`config.mk`:
```
export PLATFORM = sky130hd
export DESIGN_NAME = cmd_word_rx
export DESIGN_NICKNAME = d
export VERILOG_FILES = /design/src/rtl/cmd_word_rx.sv
export SDC_FILE = /design/constraint.sdc
export NUM_CORES = 1
export LEC_CHECK = 0
export BUFFER_PORTS_ARGS = -buffer_cell sky130_fd_sc_hd__buf_4
export CORE_MARGIN = 4
export CORE_UTILIZATION = 43
export DETAILED_ROUTE_END_ITERATION = 12
export GPL_TIMING_DRIVEN = 1
export PLACE_DENSITY = 0.76
export SYNTH_ARGS = -nofsm -noshare
export SYNTH_HDL_FRONTEND = slang
export SYNTH_SLANG_ARGS = --single-unit
```
`constraint.sdc`:
```
create_clock -name clk -period 1.3 [get_ports clk]
set_input_delay 0.065 -clock clk [delete_from_list [all_inputs] [get_ports clk]]
set_output_delay 0.065 -clock clk [all_outputs]
set_load 0.02 [all_outputs]
```
`src/rtl/cmd_word_rx.sv`:
```
module cmd_word_rx #(
  parameter int COORD_W = 6
) (
  input  logic                   clk,
  input  logic                   rst_n,
  input  logic [2*COORD_W+3:0]   host_word,
  input  logic                   host_valid,
  output logic                   host_busy,
  input  logic                   eng_done,
  output logic                   cmd_start,
  output logic [1:0]             cmd_op,
  output logic [1:0]             cmd_pen,
  output logic [COORD_W-1:0]     cmd_x,
  output logic [COORD_W-1:0]     cmd_y
);
  localparam int Y_LO   = COORD_W;
  localparam int PEN_LO = 2 * COORD_W;
  localparam int OP_LO  = PEN_LO + 2;

  logic need_low;
  logic take;
  logic [1:0] pen_raw;
  logic [1:0] pen_dec;

  assign take    = host_valid && !host_busy && !need_low;
  assign pen_raw = host_word[PEN_LO +: 2];
  assign pen_dec = (pen_raw == 2'b11) ? 2'b01 : pen_raw;

  always_ff @(posedge clk) begin
    if (!rst_n) begin
      host_busy <= 1'b0;
      need_low  <= 1'b0;
      cmd_start <= 1'b0;
      cmd_op    <= '0;
      cmd_pen   <= '0;
      cmd_x     <= '0;
      cmd_y     <= '0;
    end else begin
      cmd_start <= take;
      if (take) begin
        host_busy <= 1'b1;
        cmd_op    <= host_word[OP_LO +: 2];
        cmd_pen   <= pen_dec;
        cmd_x     <= host_word[0 +: COORD_W];
        cmd_y     <= host_word[Y_LO +: COORD_W];
      end else if (host_busy && eng_done) begin
        host_busy <= 1'b0;
      end
      if (host_busy && eng_done)
        need_low <= 1'b1;
      else if (!host_valid)
        need_low <= 1'b0;
    end
  end
endmodule


```
==> results of run 1 <==
==> worst register-to-register path, stage by stage, from the launching register on <==
cell	delay, ns
sky130_fd_sc_hd__dfxtp_1	0.36
sky130_fd_sc_hd__nor3b_4	0.22
sky130_fd_sc_hd__buf_12	0.20
sky130_fd_sc_hd__mux2i_1	0.21
==> power by group through the flow <==
| stage | Combinational, mW | Clock, mW | Sequential, mW |
|---|---|---|---|
| detailed placement | 0.272 | 0 | 0.660 |
| global route | 0.289 | 0.328 | 0.653 |
| finish | 0.269 | 0.287 | 0.647 |
| CTS | 0.273 | 0.303 | 0.647 |
| global placement | 0.267 | 0 | 0.659 |
| floorplan | 0.110 | 0 | 0.706 |
==> through the flow <==
stage	power, mW	cell area, um^2
2_1_floorplan	0.816	762
3_3_place_gp	0.926	1040
3_5_place_dp	0.932	1040
4_1_cts	1.22	1070
5_1_grt	1.27	1070
6_report	1.20	1070
==> worst max-delay path by stage <==
stage | start | to | slack (ns) | cells after the start
after floorplan | host_busy$_SDFFE_PN0P_ | host_busy$_SDFFE_PN0P_ | 0.19 | 4
after global placement | need_low$_SDFFE_PN0P_ | cmd_pen[0]$_SDFFE_PN0P_ | 0.30 | 3
after detailed placement | host_busy$_SDFFE_PN0P_ | cmd_x[3]$_SDFFE_PN0P_ | 0.25 | 3
after CTS | host_busy$_SDFFE_PN0P_ | cmd_y[0]$_SDFFE_PN0P_ | 0.22 | 3
after global routing | host_busy$_SDFFE_PN0P_ | cmd_y[0]$_SDFFE_PN0P_ | 0.13 | 3
final | host_busy$_SDFFE_PN0P_ | cmd_x[3]$_SDFFE_PN0P_ | 0.24 | 3
==> cell families after synthesis <==
family,share of synthesized area [%]
flip-flops,49.9
AO/OA/AOI/OAI,1.97
multiplexers,21.0
AND/OR/NAND/NOR,20.4
buffers and inverters,6.73
==> flip-flops by register name, summed over array words and instances (netlist names) <==
name,count
host_busy,1
cmd_op,2
cmd_x,6
need_low,1
cmd_y,6
cmd_pen,2
cmd_start,1
==> cell type report <==
type | count | area, um^2
fillers | 141 | 523
clock buffers | 4 | 26.3
flip-flops and latches | 19 | 380
repair buffers | 38 | 298
well taps | 24 | 30.0
multi-input cells | 54 | 337
==> per-layer routing <==
metal / GRT usage [%] / wire [um]
met1: 14.8 / 645
met2: 20.9 / 752
met3: 5.12 / 122
met4: 5.53 / 0
met5: 0 / 0
==> layout by cell type, fill, tap and decap left out, drive strengths merged <==
master,synthesis,layout
a22oi,1,1
and2,1,1
buf,6,38
clkbuf,0,4
dfxtp,19,19
mux2i,16,16
nand2,31,31
nand3b,1,1
nor2b,2,2
nor3b,1,1
o21a,1,1
==> flow_summary.yaml, run 1 <==
run_status:
  outcome: "finished, final reports clean"
grt:
  track_usage_pct: 12.9
  vias_in_the_first_global_route: 584
  sum_of_overflow_across_all_layers_after_global_routing: 0
  grt_antenna_before_repair: 0
  wire_length_of_the_first_global_routing_pass_um: 2510
  largest_net_degree_at_the_start_of_global_routing: 36
setup_path:
  worstPathCellList: "nor3b_4, buf_12, mux2i_1"
  timing_worst_setup_path_type: "reg -> reg"
  buffer_and_inverter_count_on_the_worst_path: 1
  regToRegEndpoint: "cmd_x[3]$_SDFFE_PN0P_"
  critPathTopFamily: "flip-flops"
  crit_path_start_kind: "register"
  arrival_ns: 1.28
  end_kind: "register"
  path_max_fanout: 18
  longest_individual_stage_delay_on_the_worst_path_ns: 0.36
  r2r_slack_ns: 0.24
  worst_r2r_path_depth: 3
  required_ns: 1.52
  regToRegStartpoint: "host_busy$_SDFFE_PN0P_"
  crit_path_top_delay_cell: "sky130_fd_sc_hd__dfxtp_1"
floorplanning:
  start_util_pct: 47.8
  floorplan.die_area_um2: 2510
  rows: 14
  die_x_um: 50.1
  design.core.area_um2: 1590
  fp.dieH_um: 50.1
  top_level_ports: 38
detailed_routing:
  antenna_left: 0
  wire_per_inst_um: 10.9
  routed_wl_um: 1520
  detail_route.first_pass.iterations: 3
  vias: 616
  first_iter_violations: 11
  vias_per_instance: 4.43
  remaining_drc_errors: 0
placement:
  place.port_buffers: 37
  finalWeightedCongestion: 0.646
  placed_cells: 135
  hpwlAfterDp_um: 1140
  place_ws_ns: 0.246
cells_and_area:
  finalNonFillerCells: 139
  nets: 136
  layout.core_utilization_pct: 67.2
  drive_gt1_share_pct: 36.5
  n_antenna_cell: 0
  syn_to_final_growth_pct: 40.6
power:
  p_seq_share_pct: 53.8
  powerDensity_nw_per_um2: 1120
  pwr-share-comb_pct: 22.4
  power_report.internal_total_mw: 0.882
  irDropWorstVdd_uv: 912
  power.switching_fraction_pct: 26.7
  power.switching_mw: 0.321
  power_leakage_nw: 0.510
  clock_power_share_pct: 23.8
synth:
  synth.largest_area_cell: "sky130_fd_sc_hd__dfxtp_1"
  netlist_top_cells_area: "sky130_fd_sc_hd__dfxtp_1 50%, sky130_fd_sc_hd__mux2i_1 21%, sky130_fd_sc_hd__nand2_1 15%"
  synth_warnings: 0
  synth_common_cells: "31 x sky130_fd_sc_hd__nand2_1, 19 x sky130_fd_sc_hd__dfxtp_1, 16 x sky130_fd_sc_hd__mux2i_1"
  ys_seq_elements: 19
  synthCells: 79
  yosysSeqAreaShare_pct: 49.9
  syn_avg_cell_area_um2: 9.65
  synth_nets: 99
  netlist.area_leader.share_pct: 49.9
  number_of_distinct_library_cells_after_synthesis: 12
  yosys.cell_count.top_type: "sky130_fd_sc_hd__nand2_1"
  number_of_flops_mapped_to_enable_cells_by_yosys: 0
  synth-async-reset-ratio_pct: 0
  synth_flop_type: "sky130_fd_sc_hd__dfxtp_1"
  synth_area_um2: 762
cts:
  clkSinkCount: 19
  cts_root_buffer: "sky130_fd_sc_hd__clkbuf_4"
  post_cts_setup_buffer_count: 0
  cts_tree: "done"
  clock_tree.htree_level_count: 1
  ctsHoldBuffers: 0
  clock_latency_ns: 0.29
  cts_inserted_buffers: 3
  cts_resized: 0
  clkSlewWorstSetupHoldPaths_ns: 0.10
  clock_path_buffers: 2
sta:
  period_minus_slack_ns: 1.06
  setup-tns-final_ns: 0
  fin_crit_sh_pct: 81.5
  rsz_0062_raised_after_global_routing: "no"
  timing.final.hold_violations: 0
  slew_viol_final: 0
  hold_slack_ns: 0.0195
  fmaxAchievable_mhz: 944
  maximum_clock_skew_at_final_layout_ns: 0.00149
  worst_slew_pin_slew_ns: 0.303
  setup_violations: 0
  final_critical_path_setup_slack_ns: 0.241
  relative_slew_margins_pct: 79.8
min_path:
  hold_start: "host_word[11]"
  worst_min_delay_path_category: "in -> reg"
  whs_path_depth: 3
  hold-path-endpoint: "cmd_y[5]$_SDFFE_PN0P_"
flow_run:
  maxCapViolCount: 0
No activity file was read; power rests on OpenSTA's default activity.
==> inputs of run 2 (changes only) <==
==> constraint.sdc (replaced) <==
create_clock -name clk -period 1.1 [get_ports clk]
set_input_delay 0.055 -clock clk [delete_from_list [all_inputs] [get_ports clk]]
set_output_delay 0.055 -clock clk [all_outputs]
set_load 0.02 [all_outputs]
==> run 2 against run 1 <==
Net effect: via count rose by 2.3%; die area stayed put; routed wire length shrank 0.20%; sequential power increased by 18%; fmax rose by 1.0%; worst hold slack worse by 0.010 ns; flip-flop and latch count stayed put; utilization grew 1.4 points; global-route usage hardly changed; critical endpoint is now cmd_op[1]$_SDFFE_PN0P_; design area increased by 2.1%; highest routed layer is now met4; clock skew fell by 0.00071 ns.
==> flow_summary.yaml, run 2 (synthesized netlist as in run 1, its figures left out) <==
sta:
  fin_crit_sh_pct: 95.3
  period_minus_slack_ns: 1.05
  worst_slew_pin_slew_ns: 0.306
  maximum_clock_skew_at_final_layout_ns: 0.000779
  fmaxAchievable_mhz: 954
  relative_slew_margins_pct: 79.6
  slew_viol_final: 0
  timing.final.hold_violations: 0
  setup_violations: 0
  setup-tns-final_ns: 0
setup_path:
  regToRegStartpoint: "need_low$_SDFFE_PN0P_"
  regToRegEndpoint: "cmd_op[1]$_SDFFE_PN0P_"
  path_max_fanout: 18
  crit_path_start_kind: "register"
  arrival_ns: 1.27
  worst_r2r_path_depth: 3
  r2r_slack_ns: 0.05
  timing_worst_setup_path_type: "reg -> reg"
  required_ns: 1.32
  end_kind: "register"
power:
  powerDensity_nw_per_um2: 1300
  power.switching_mw: 0.379
  pwr-share-comb_pct: 22.6
  power.switching_fraction_pct: 26.6
  clock_power_share_pct: 23.7
  fin_total_pwr_mw: 1.43
  p_seq_share_pct: 53.6
  power_report.internal_total_mw: 1.05
  irDropWorstVdd_uv: 1030
  power_leakage_nw: 0.519
min_path:
  worst_min_delay_path_category: "in -> reg"
  hold-path-endpoint: "cmd_y[5]$_SDFFE_PN0P_"
  whs_path_depth: 3
  hold_start: "host_word[11]"
cells_and_area:
  layout.cells.most_common: "sky130_fd_sc_hd__buf_4"
  finalNonFillerCells: 141
  fin_area_um2: 1090
  fill_cell_count: 134
  layout.core_utilization_pct: 68.6
  n_antenna_cell: 0
  drive_gt1_share_pct: 37.6
  nets: 138
  syn_to_final_growth_pct: 43.5
  most-common-layout-cells: "37 x sky130_fd_sc_hd__buf_4, 31 x sky130_fd_sc_hd__nand2_1, 17 x sky130_fd_sc_hd__dfxtp_1"
  reg.largest.list: "cmd_x: 6 flops, cmd_y: 6 flops"
cts:
  cts_inserted_buffers: 3
  clkSlewWorstSetupHoldPaths_ns: 0.10
  clkSinkCount: 19
  clock_tree.htree_level_count: 1
  cts_tree: "done"
  clock_latency_ns: 0.29
  cts_root_buffer: "sky130_fd_sc_hd__clkbuf_4"
  post_cts_setup_buffer_count: 0
  clock_path_buffers: 2
detailed_routing:
  wire_per_inst_um: 10.8
  detail_route.first_pass.iterations: 3
  routed_wl_um: 1520
  first_iter_violations: 2
  vias_per_instance: 4.47
  remaining_drc_errors: 0
  vias: 630
  antenna_left: 0
placement:
  place.port_buffers: 37
  placement.cell_area_um2: 1050
  hpwlAfterDp_um: 1150
  placed_cells: 135
  finalWeightedCongestion: 0.660
floorplanning:
  design.core.area_um2: 1590
  floorplan.die_area_um2: 2510
  top_level_ports: 38
  fp.dieH_um: 50.1
  rows: 14
  die_x_um: 50.1
  start_util_pct: 47.8
grt:
  wire_length_of_the_first_global_routing_pass_um: 2530
  track_usage_pct: 12.9
  vias_in_the_first_global_route: 601
  largest_net_degree_at_the_start_of_global_routing: 36
  grt_antenna_before_repair: 0
  sum_of_overflow_across_all_layers_after_global_routing: 0
flow_run:
  maxCapViolCount: 0
run_status:
  outcome: "finished, final reports clean"
-- run 2: cell types whose count changed in the layout (fill, tap and decap cells not counted) --
cell	change
sky130_fd_sc_hd__dfxtp_1	-2
sky130_fd_sc_hd__dlygate4sd3_1	+2
sky130_fd_sc_hd__dfxtp_2	+2
-- run 2: cell type report --
cell class | instances | area, um^2 | area share [%]
Clock buffer | 4 | 26.3 | 2.40
Multi-Input combinational cell | 54 | 337 | 30.8
Sequential cell | 19 | 383 | 35.0
Tap cell | 24 | 30.0 | 2.75
Timing Repair Buffer | 40 | 318 | 29.1
-- run 2: per-stage QoR --
step	hold WS, ns	worst slack [ns]
final	0.00936	0.0519
after global routing	0.00109	-0.0167
after CTS	0.00266	0.0358
after detailed placement	0.321	0.0588
after global placement	0.315	0.0931
after floorplan	0.197	0.0439
-- run 2: how the worst max path moves through the flow --
stage | startpoint | to | depth (start not counted)
3_5_place_dp | need_low$_SDFFE_PN0P_ | cmd_op[1]$_SDFFE_PN0P_ | 3
5_1_grt | host_busy$_SDFFE_PN0P_ | cmd_pen[0]$_SDFFE_PN0P_ | 3
6_report | need_low$_SDFFE_PN0P_ | cmd_op[1]$_SDFFE_PN0P_ | 3
4_1_cts | need_low$_SDFFE_PN0P_ | cmd_x[1]$_SDFFE_PN0P_ | 3
3_3_place_gp | need_low$_SDFFE_PN0P_ | cmd_op[1]$_SDFFE_PN0P_ | 3
2_1_floorplan | host_busy$_SDFFE_PN0P_ | cmd_op[0]$_SDFFE_PN0P_ | 4
-- run 2: timing repair --
action                     in CTS  in global routing
hold endpoints to repair        0                  2
hold buffers                    0                  2
resized for setup               0                  1
setup endpoints to repair       0                  4
-- run 2: power by group through the flow --
stage               sequential [mW]  clock (mW)  combinational, mW
floorplan                     0.836           0              0.130
global placement              0.780           0              0.316
detailed placement            0.781           0              0.322
CTS                           0.765       0.356              0.322
global route                  0.773       0.399              0.350
finish                        0.765       0.339              0.323
-- run 2: layer usage --
layer	track usage, %	part of all wire (%)	up-vias
met1	14.8	41	283
li1	-	-	329
met3	3.31	5.8	2
met2	22.2	52	16
met4	5.53	1.1	0
met5	0	0	-
-- run 2: critical path, stage by stage, from the launching register on --
cell and delay, ns:
sky130_fd_sc_hd__dfxtp_2 0.35, sky130_fd_sc_hd__nor3b_4 0.22, sky130_fd_sc_hd__buf_12 0.20, sky130_fd_sc_hd__mux2i_1 0.21
